==> src/rtl/accRegOpPkg.sv <==
package accRegOpPkg;

  // Class code in instrWord[15:12] for register instructions (opcode 7, indirect bit clear).
  localparam logic [3:0] REG_CLASS = 4'b0111;

  // Positions of the operation bits within the low field.
  localparam int SEL_HLT = 0;
  localparam int SEL_SZE = 1;
  localparam int SEL_SZA = 2;
  localparam int SEL_SNA = 3;
  localparam int SEL_SPA = 4;
  localparam int SEL_INC = 5;
  localparam int SEL_CIL = 6;
  localparam int SEL_CIR = 7;
  localparam int SEL_CME = 8;
  localparam int SEL_CMA = 9;
  localparam int SEL_CLE = 10;
  localparam int SEL_CLA = 11;
  localparam int NUM_OPS = 12;

  typedef struct packed {
    logic clrAcc;
    logic clrCarry;
    logic cmpAcc;
    logic cmpCarry;
    logic rotRight;
    logic rotLeft;
    logic incAcc;
    logic skipPos;
    logic skipNeg;
    logic skipZero;
    logic skipCarryZero;
    logic halt;
    logic done;
  } regOpStb_t;

endpackage

==> src/rtl/regOpCtrl.sv <==
module regOpCtrl
  import accRegOpPkg::*;
#(
  parameter int INSTR_W = 16,
  parameter int CLASS_W = 4
) (
  input  logic               clk,
  input  logic               rstN,
  input  logic               execStb,
  input  logic [INSTR_W-1:0] instrWord,
  output regOpStb_t          stb
);

  localparam int SEL_W = INSTR_W - CLASS_W;

  logic [CLASS_W-1:0] classBits;
  logic [SEL_W-1:0]   selBits;
  logic               isRegOp;
  logic               singleSel;
  logic [NUM_OPS-1:0] hit;

  assign classBits = instrWord[INSTR_W-1 -: CLASS_W];
  assign selBits   = instrWord[SEL_W-1:0];
  assign isRegOp   = execStb && (classBits == REG_CLASS);
  assign singleSel = $onehot(selBits);

  // Gate each operation bit, so only an exact single-bit code selects it.
  genvar k;
  generate
    for (k = 0; k < NUM_OPS; k++) begin : g_hit
      assign hit[k] = isRegOp && singleSel && selBits[k];
    end
  endgenerate

  always_comb begin
    stb               = '0;
    stb.clrAcc        = hit[SEL_CLA];
    stb.clrCarry      = hit[SEL_CLE];
    stb.cmpAcc        = hit[SEL_CMA];
    stb.cmpCarry      = hit[SEL_CME];
    stb.rotRight      = hit[SEL_CIR];
    stb.rotLeft       = hit[SEL_CIL];
    stb.incAcc        = hit[SEL_INC];
    stb.skipPos       = hit[SEL_SPA];
    stb.skipNeg       = hit[SEL_SNA];
    stb.skipZero      = hit[SEL_SZA];
    stb.skipCarryZero = hit[SEL_SZE];
    stb.halt          = hit[SEL_HLT];
    stb.done          = isRegOp;
  end

  AST_ONE_OP_AT_A_TIME: assert property (@(posedge clk) disable iff (!rstN)
    $onehot0(hit)) else $error("more than one operation strobe");
  AST_DONE_NEEDS_STROBE: assert property (@(posedge clk) disable iff (!rstN)
    stb.done |-> (execStb && instrWord[INSTR_W-1 -: CLASS_W] == REG_CLASS))
    else $error("done without strobe");
  AST_OP_NEEDS_DONE: assert property (@(posedge clk) disable iff (!rstN)
    (|hit) |-> stb.done) else $error("operation without done");

endmodule

==> src/rtl/regOpData.sv <==
module regOpData
  import accRegOpPkg::*;
#(
  parameter int DATA_W = 16
) (
  input  logic              clk,
  input  logic              rstN,
  input  regOpStb_t         stb,
  input  logic [DATA_W-1:0] accIn,
  input  logic              carryIn,
  output logic [DATA_W-1:0] accOut,
  output logic              carryOut,
  output logic              skipPulse,
  output logic              haltPulse,
  output logic              donePulse
);

  localparam int MSB = DATA_W - 1;

  logic [DATA_W-1:0] nextAcc;
  logic              nextCarry;
  logic              skipCond;

  always_comb begin
    nextAcc   = accIn;
    nextCarry = carryIn;
    if (stb.clrAcc)   nextAcc   = '0;
    if (stb.clrCarry) nextCarry = 1'b0;
    if (stb.cmpAcc)   nextAcc   = ~accIn;
    if (stb.cmpCarry) nextCarry = ~carryIn;
    if (stb.rotRight) begin
      nextAcc   = {carryIn, accIn[MSB:1]};
      nextCarry = accIn[0];
    end
    if (stb.rotLeft) begin
      nextAcc   = {accIn[MSB-1:0], carryIn};
      nextCarry = accIn[MSB];
    end
    if (stb.incAcc)   nextAcc   = accIn + 1'b1;
  end

  assign skipCond = (stb.skipPos       && !accIn[MSB])
                 || (stb.skipNeg       &&  accIn[MSB])
                 || (stb.skipZero      && (accIn == '0))
                 || (stb.skipCarryZero && !carryIn);

  always_ff @(posedge clk or negedge rstN) begin
    if (!rstN) begin
      accOut    <= '0;
      carryOut  <= 1'b0;
      skipPulse <= 1'b0;
      haltPulse <= 1'b0;
      donePulse <= 1'b0;
    end else begin
      if (stb.done) begin
        accOut   <= nextAcc;
        carryOut <= nextCarry;
      end
      skipPulse <= skipCond;
      haltPulse <= stb.halt;
      donePulse <= stb.done;
    end
  end

  AST_CLEAR_ACC: assert property (@(posedge clk) disable iff (!rstN)
    stb.clrAcc |=> (accOut == '0 && carryOut == $past(carryIn)))
    else $error("clear acc");
  AST_CLEAR_CARRY: assert property (@(posedge clk) disable iff (!rstN)
    stb.clrCarry |=> (!carryOut && accOut == $past(accIn)))
    else $error("clear carry");
  AST_INVERT_ACC: assert property (@(posedge clk) disable iff (!rstN)
    stb.cmpAcc |=> (accOut == ~$past(accIn))) else $error("invert acc");
  AST_ROTATE_RIGHT: assert property (@(posedge clk) disable iff (!rstN)
    stb.rotRight |=> ({accOut, carryOut} == {$past(carryIn), $past(accIn)}))
    else $error("rotate right");
  AST_ROTATE_LEFT: assert property (@(posedge clk) disable iff (!rstN)
    stb.rotLeft |=> ({carryOut, accOut} == {$past(accIn), $past(carryIn)}))
    else $error("rotate left");
  AST_INCREMENT: assert property (@(posedge clk) disable iff (!rstN)
    stb.incAcc |=> (accOut == $past(accIn) + 1'b1)) else $error("increment");
  AST_SKIP_IN_DONE: assert property (@(posedge clk) disable iff (!rstN)
    skipPulse |-> donePulse) else $error("skip without done");
  AST_HALT_ALONE: assert property (@(posedge clk) disable iff (!rstN)
    haltPulse |-> (donePulse && !skipPulse)) else $error("halt with skip");
  AST_IDLE_HOLD: assert property (@(posedge clk) disable iff (!rstN)
    !stb.done |=> ($stable(accOut) && $stable(carryOut) && !donePulse))
    else $error("idle change");

endmodule

==> src/rtl/accRegOpUnit.sv <==
module accRegOpUnit
  import accRegOpPkg::*;
#(
  parameter int DATA_W  = 16,
  parameter int CLASS_W = 4
) (
  input  logic              clk,
  input  logic              rstN,
  input  logic              execStb,
  input  logic [DATA_W-1:0] instrWord,
  input  logic [DATA_W-1:0] accIn,
  input  logic              carryIn,
  output logic [DATA_W-1:0] accOut,
  output logic              carryOut,
  output logic              skipPulse,
  output logic              haltPulse,
  output logic              donePulse
);

  regOpStb_t opStb;

  regOpCtrl #(.INSTR_W(DATA_W), .CLASS_W(CLASS_W)) u_ctrl (
    .clk       (clk),
    .rstN      (rstN),
    .execStb   (execStb),
    .instrWord (instrWord),
    .stb       (opStb)
  );

  regOpData #(.DATA_W(DATA_W)) u_data (
    .clk       (clk),
    .rstN      (rstN),
    .stb       (opStb),
    .accIn     (accIn),
    .carryIn   (carryIn),
    .accOut    (accOut),
    .carryOut  (carryOut),
    .skipPulse (skipPulse),
    .haltPulse (haltPulse),
    .donePulse (donePulse)
  );

  AST_RESET_QUIET: assert property (@(posedge clk)
    !rstN |-> (accOut == '0 && !carryOut && !skipPulse && !haltPulse && !donePulse))
    else $error("reset state");

endmodule

==> config.mk <==
export PLATFORM = sky130hd
export DESIGN_NAME = accRegOpUnit
export DESIGN_NICKNAME = d
export VERILOG_FILES = /design/src/rtl/accRegOpPkg.sv /design/src/rtl/regOpCtrl.sv /design/src/rtl/regOpData.sv /design/src/rtl/accRegOpUnit.sv
export SDC_FILE = /design/constraint.sdc
export NUM_CORES = 1
export LEC_CHECK = 0
export CORE_MARGIN = 8
export CORE_UTILIZATION = 60
export CTS_BUF_LIST = sky130_fd_sc_hd__clkbuf_4 sky130_fd_sc_hd__clkbuf_8
export DETAILED_ROUTE_END_ITERATION = 6
export DONT_BUFFER_PORTS = 1
export PLACE_DENSITY = 0.76
export SLEW_MARGIN = 20
export SYNTH_ARGS = -nofsm -noshare
export SYNTH_HDL_FRONTEND = slang
export SYNTH_SLANG_ARGS = --single-unit
export TNS_END_PERCENT = 50
==> constraint.sdc <==
create_clock -name clk -period 2.5 [get_ports clk]
set_input_delay 0.5 -clock clk [delete_from_list [all_inputs] [get_ports clk]]
set_output_delay 0.5 -clock clk [all_outputs]
set_load 0.05 [all_outputs]
Yosys cells after proc, flatten, opt, wreduce, memory -nomap -nowiden. Cells that the tools add are included.

Add/sub/neg operators: 12. Equal/unequal tests: 2. Muxes and demuxes: 9. Bitwise logic cells: 2. Reductions and logical operators: 24.

Operator list (count): $mux 16 (5); $add 4x4->4 (5); $logic_and 1x1->1 (18); $add 16x1->16 const B (1); $logic_not 16->1 (1); $not 16->16 (1); $add 1x1->2 (6); $eq 4x1->1 const B (1); $eq 4x3->1 const B (1); $mux 1 (4); $logic_or 1x1->1 (3); $logic_not 1->1 (2); $not 1->1 (1).

Register bits: 20. Bits of input ports: 36. Output and inout bits: 20. Logic and storage cells: 54.

Logic depth before layout (Yosys ltp).
Word-level depth: 12. Mapped depth: 17. Depth with buffers taken out: 15.

By module. A second synthesis with hierarchy kept.

Cells, all modules: 285. Area, all modules: 2269.7 µm².

Modules (own cells, without submodules): regOpData (instances 1, cells an instance 239, area an instance 1888.1 µm², sequential area each 500.5 µm²); regOpCtrl (instances 1, cells an instance 46, area an instance 381.6 µm², sequential area each 0.0 µm²).

Worst setup path after synthesis. OpenSTA, ideal clock, no wires.

Kind: input -> register. Start: input port instrWord[10]. End: register u_data.accOut[14]. Library setup time: 0.132 ns. Data arrival time: 4.057 ns. Data required time: 2.368 ns. Path slack: -1.689 ns. Stages: 16. Path buffers: 2. Cells stage by stage: ha_1 inv_1 fa_1 fa_1 inv_1 fa_1 ha_1 inv_1 fa_1 xor2_1 and3_2 o211a_1 buf_4 buf_6 a221oi_1 a21oi_1.

Cells in the longest elaborated chain, start to end: 11. Elaborated cells on any way between the ends: 15. Those cells by class: add/sub: 3; eq/ne: 1; mux: 5; reduce/logical: 6.

RTL lines: from (decl) (RTL line accRegOpUnit.sv:10) `input logic [DATA_W-1:0] instrWord,`; $add 1x1->2 (not written as such) * (RTL line regOpCtrl.sv:25) `assign singleSel = $onehot(selBits);`; $add 4x4->4 (not written as such) * (2 in a row) (RTL line regOpCtrl.sv:25); $eq 4x1->1 * (RTL line regOpCtrl.sv:25); $logic_and 1x1->1 * (RTL line regOpCtrl.sv:31) `assign hit[k] = isRegOp && singleSel && selBits[k];`; $logic_and 1x1->1 (RTL line regOpCtrl.sv:31); $mux 16 (RTL line regOpData.sv:27) `if (stb.clrAcc) nextAcc = '0;`; $mux 16 (RTL line regOpData.sv:29) `if (stb.cmpAcc) nextAcc = ~accIn;`; $mux 16 (RTL line regOpData.sv:31) `if (stb.rotRight) begin`; $mux 16 (RTL line regOpData.sv:35) `if (stb.rotLeft) begin`; $mux 16 * (RTL line regOpData.sv:39) `if (stb.incAcc) nextAcc = accIn + 1'b1;`; to (signal assigned) (RTL line regOpData.sv:56) `accOut <= nextAcc;`; to (decl) (RTL line regOpData.sv:11) `output logic [DATA_W-1:0] accOut,`.

Mark *: on every way between the ends. The rest lies on a longest branch, timed or not. A chain may end at the register's enable or synchronous reset.

Final worst setup path.
Start: input port instrWord[6]. End: register u_data.accOut[10].

Cells in the longest elaborated chain, start to end: 12. Elaborated cells on any way between the ends: 16. Those cells by class: add/sub: 4; eq/ne: 1; mux: 5; reduce/logical: 6.

RTL lines (RTL line): $add 1x1->2 (not written as such) (regOpCtrl.sv:25); $add 4x4->4 (not written as such) (3 in a row) (regOpCtrl.sv:25); $eq 4x1->1 (regOpCtrl.sv:25); $logic_and 1x1->1 (2 in a row) (regOpCtrl.sv:31); $mux 16 (regOpData.sv:27); $mux 16 (regOpData.sv:29); $mux 16 (regOpData.sv:31); $mux 16 (regOpData.sv:35); $mux 16 * (regOpData.sv:39).

Marked as above.

==> insert_results.sql <==
INSERT INTO impl_metrics (metric_group, metric, value, unit) VALUES
('finish', 'final_design_area_no_fill', '2770', 'um2'),
('floorplanning', 'placement_rows', '23', ''),
('yosys', 'synth_seq_cells', '20', ''),
('detailed_routing', 'drt_iter0_drc', '348', ''),
('yosys', 'synth_top_cell_area_share', '21.1', '%'),
('critical_path', 'critical_path_arrival', '4.14', 'ns'),
('pwr', 'power_per_unit_of_standard_cell_area', '612', 'nW/um2'),
('critical_path', 'path_cells', 'ha_4 -> inv_2 -> fa_1 -> fa_1 -> inv_1 -> fa_1 -> ha_2 -> inv_2 -> fa_2 -> and3_4 -> buf_6 -> o211ai_4 -> or4_1 -> nand3_1 -> o22a_1', ''),
('clock_tree', 'clock_sink_count', '20', ''),
('run', 'max-cap-violations', '0', ''),
('yosys', 'synth_fa_ha_area_share', '12.3', '%'),
('finish', 'finalNetCount', '371', ''),
('critical_path', 'critPathKind', 'in2reg', ''),
('finish', 'filler_cell_count', '332', ''),
('detailed_routing', 'detail_route.wl_per_cell', '20.7', 'um'),
('floorplanning', 'die-height', '78.8', 'um'),
('clock_tree', 'clkSlewWorstSetupHoldPaths', '0.08', 'ns'),
('placed_design', 'place_congestion', '0.894', ''),
('pwr', 'p_total', '1700', 'uW'),
('global_routing', 'grt_antenna_before_repair', '0', ''),
('detailed_routing', 'finalWirelength', '7550', 'um'),
('pwr', 'ir_drop', '0.415', 'mV'),
('finish', 'num_antenna_cells', '0', ''),
('critical_path', 'critical_path.max_fanout', '18', ''),
('finish', 'synthToLayoutAreaGrowth', '17.0', '%'),
('yosys', 'synthTopCellsByCount', 'nor2_1, inv_1, nand2_1, o21ai_0, dfrtp_1', ''),
('placed_design', 'placed_cell_area', '2530', 'um2'),
('yosys', 'yosysWarningCount', '0', ''),
('sta', 'final_period_minus_worst_setup_slack', '3.94', 'ns'),
('floorplanning', 'floorplan_die_width', '78.8', 'um'),
('sta', 'finClkSkew', '0', 'ns'),
('pwr', 'p_leak', '0.00109', 'uW'),
('finish', 'drive_above_1_share', '22.2', '%'),
('yosys', 'xor_xnor_share_of_the_synthesized_area', '5.18', '%'),
('floorplanning', 'full_die_area', '6210', 'um2'),
('yosys', 'synth_compound_area_share', '29.3', '%'),
('detailed_routing', 'antenna_violating_nets_post_route', '0', ''),
('global_routing', 'grt_first_pass_wirelength', '12400', 'um'),
('critical_path', 'slowest_delay', '0.51', 'ns'),
('sta', 'hold_viol_final', '0', ''),
('run_status', 'failed_checks', 'setup timing', ''),
('yosys', 'yosysUniqueCellTypes', '55', ''),
('finish', 'finalCoreUtilization', '71.3', '%'),
('detailed_routing', 'drc_errors', '0', ''),
('yosys', 'synth_enable_flop_cells', '0', ''),
('yosys', 'post-synth-top-count-cell', 'nor2_1', ''),
('global_routing', 'grt_start_max_net_pins', '27', ''),
('yosys', 'synth_mux_area_share', '0', '%'),
('floorplanning', 'initial_util', '61.0', '%'),
('critical_path', 'worst_path_max_delay_cell', 'fa_2', ''),
('sta', 'final_critical_path_setup_slack', '-1.44', 'ns'),
('yosys', 'synth_area', '2370', 'um2'),
('yosys', 'syn-num-nets', '367', ''),
('sta', 'worst_slew_margin_rel', '31.6', '%'),
('sta', 'finalSetupViolCount', '19', ''),
('sta', 'worst_slew_pin_slew', '1.02', 'ns'),
('yosys', 'synth_top_area_cell', 'dfrtp_1', ''),
('yosys', 'avgSynthCellArea', '7.59', 'um2'),
('global_routing', 'overflow', '0', ''),
('floorplanning', 'placeableCoreArea', '3880', 'um2'),
('run_status', 'outcome', 'finished with violations', ''),
('detailed_routing', 'routed_via_count_divided_by_cell_count', '6.83', ''),
('sta', 'final_max_slew_viol_count', '0', ''),
('global_routing', 'gr-usage-all-layers', '24.5', '%'),
('placed_design', 'buffer_ports.inserted', '0', ''),
('clock_tree', 'number_of_buffers_created_by_cts', '3', ''),
('clock_tree', 'h-tree-depth', '1', ''),
('critical_path', 'start_kind', 'input pin', ''),
('clock_tree', 'ctsRootBufferMaster', 'clkbuf_8', ''),
('yosys', 'synthTopCellsByArea', 'dfrtp_1, ha_1, fa_1, nor2_1, o21ai_0', ''),
('yosys', 'postSynth.topFlopCell', 'dfrtp_1', '');
==> registers in the layout, indices dropped and copies added, names as in the netlist <==
signal            count
u_data.accOut        16
u_data.carryOut       1
u_data.donePulse      1
u_data.haltPulse      1
u_data.skipPulse      1
==> metrics by stage <==
step | hold WS, ns | cells
6_report | 0.334 | 365
5_1_grt | 0.338 | 365
4_1_cts | 0.334 | 364
3_5_place_dp | 0.205 | 354
3_3_place_gp | 0.205 | 354
2_1_floorplan | 0.204 | 312
==> cells in the final DEF (no fill, tap or decap), types with 4 or more instances in the layout <==
cell / n
nor2_1: 31
inv_1: 25
nand2_1: 22
buf_4: 20
dfrtp_1: 20
o21ai_0: 17
nand3_1: 13
a21oi_1: 13
xnor2_1: 9
nor3_1: 8
ha_1: 8
o211ai_1: 7
a31oi_1: 6
fa_1: 6
xor2_1: 5
a22oi_1: 5
buf_6: 5
a21oi_2: 4
nor4_1: 4
a32o_1: 4
clkbuf_8: 4
==> logic make-up after synthesis <==
logic type	Yosys count
flops	20
xor+xnor	14
fa+ha+maj	19
buf+inv	59
simple gates	103
compound gates	97
==> power breakdown <==
group | internal (uW) | switching [uW]
logic | 324 | 354
clock network | 140 | 119
registers | 400 | 359
total | 864 | 832
==> path summary, 6_finish.rpt <==
check	from	to	slack, ns	cells past startpoint
setup / recovery	instrWord[6]	u_data.accOut[10]	-1.44	15
max in group asynchronous	rstN	u_data.accOut[7]	1.02	1
min in group asynchronous	rstN	u_data.skipPulse	0.86	1
hold / removal	instrWord[0]	u_data.haltPulse	0.33	2
setup reg to reg	u_data.accOut[2]	u_data.accOut[2]	1.21	3
hold reg to reg	u_data.accOut[14]	u_data.accOut[14]	0.82	2
==> repair_timing <==
item,4_1_cts,5_1_grt
hold buffers,1,0
gates cloned,2,0
gates resized for setup,22,8
hold endpoints to repair,20,0
endpoints found under the setup margin,19,19
pin swaps,13,5
buffers inserted,3,1
==> per-layer routing <==
metal  up-vias  part of all wire, %  GRT usage (%)
li1       1130                    -              -
met1      1175                   37           28.8
met2       162                   48           40.3
met3        25                   12           6.43
met4         0                  3.5           12.8
met5         -                    0              0
==> worst max-delay path, delay by kind of cell <==
kind                       cells  cell delay (ns)
AOI/OAI and AO/OA              2             0.21
adders and majority gates      6             2.40
buffers and inverters          4             0.25
and+or+nand+nor                3             0.78
==> area by class of cell <==
class                           instances  area (um2)  area share [%]
Clock buffer                            4        55.1            1.99
Inverter                               29         109            3.93
Tap cell                               50        62.6            2.26
Multi-Input combinational cell        235        1810            65.2
Sequential cell                        20         500            18.1
Timing Repair Buffer                   27         236            8.53
No activity file was read; power rests on OpenSTA's default activity.
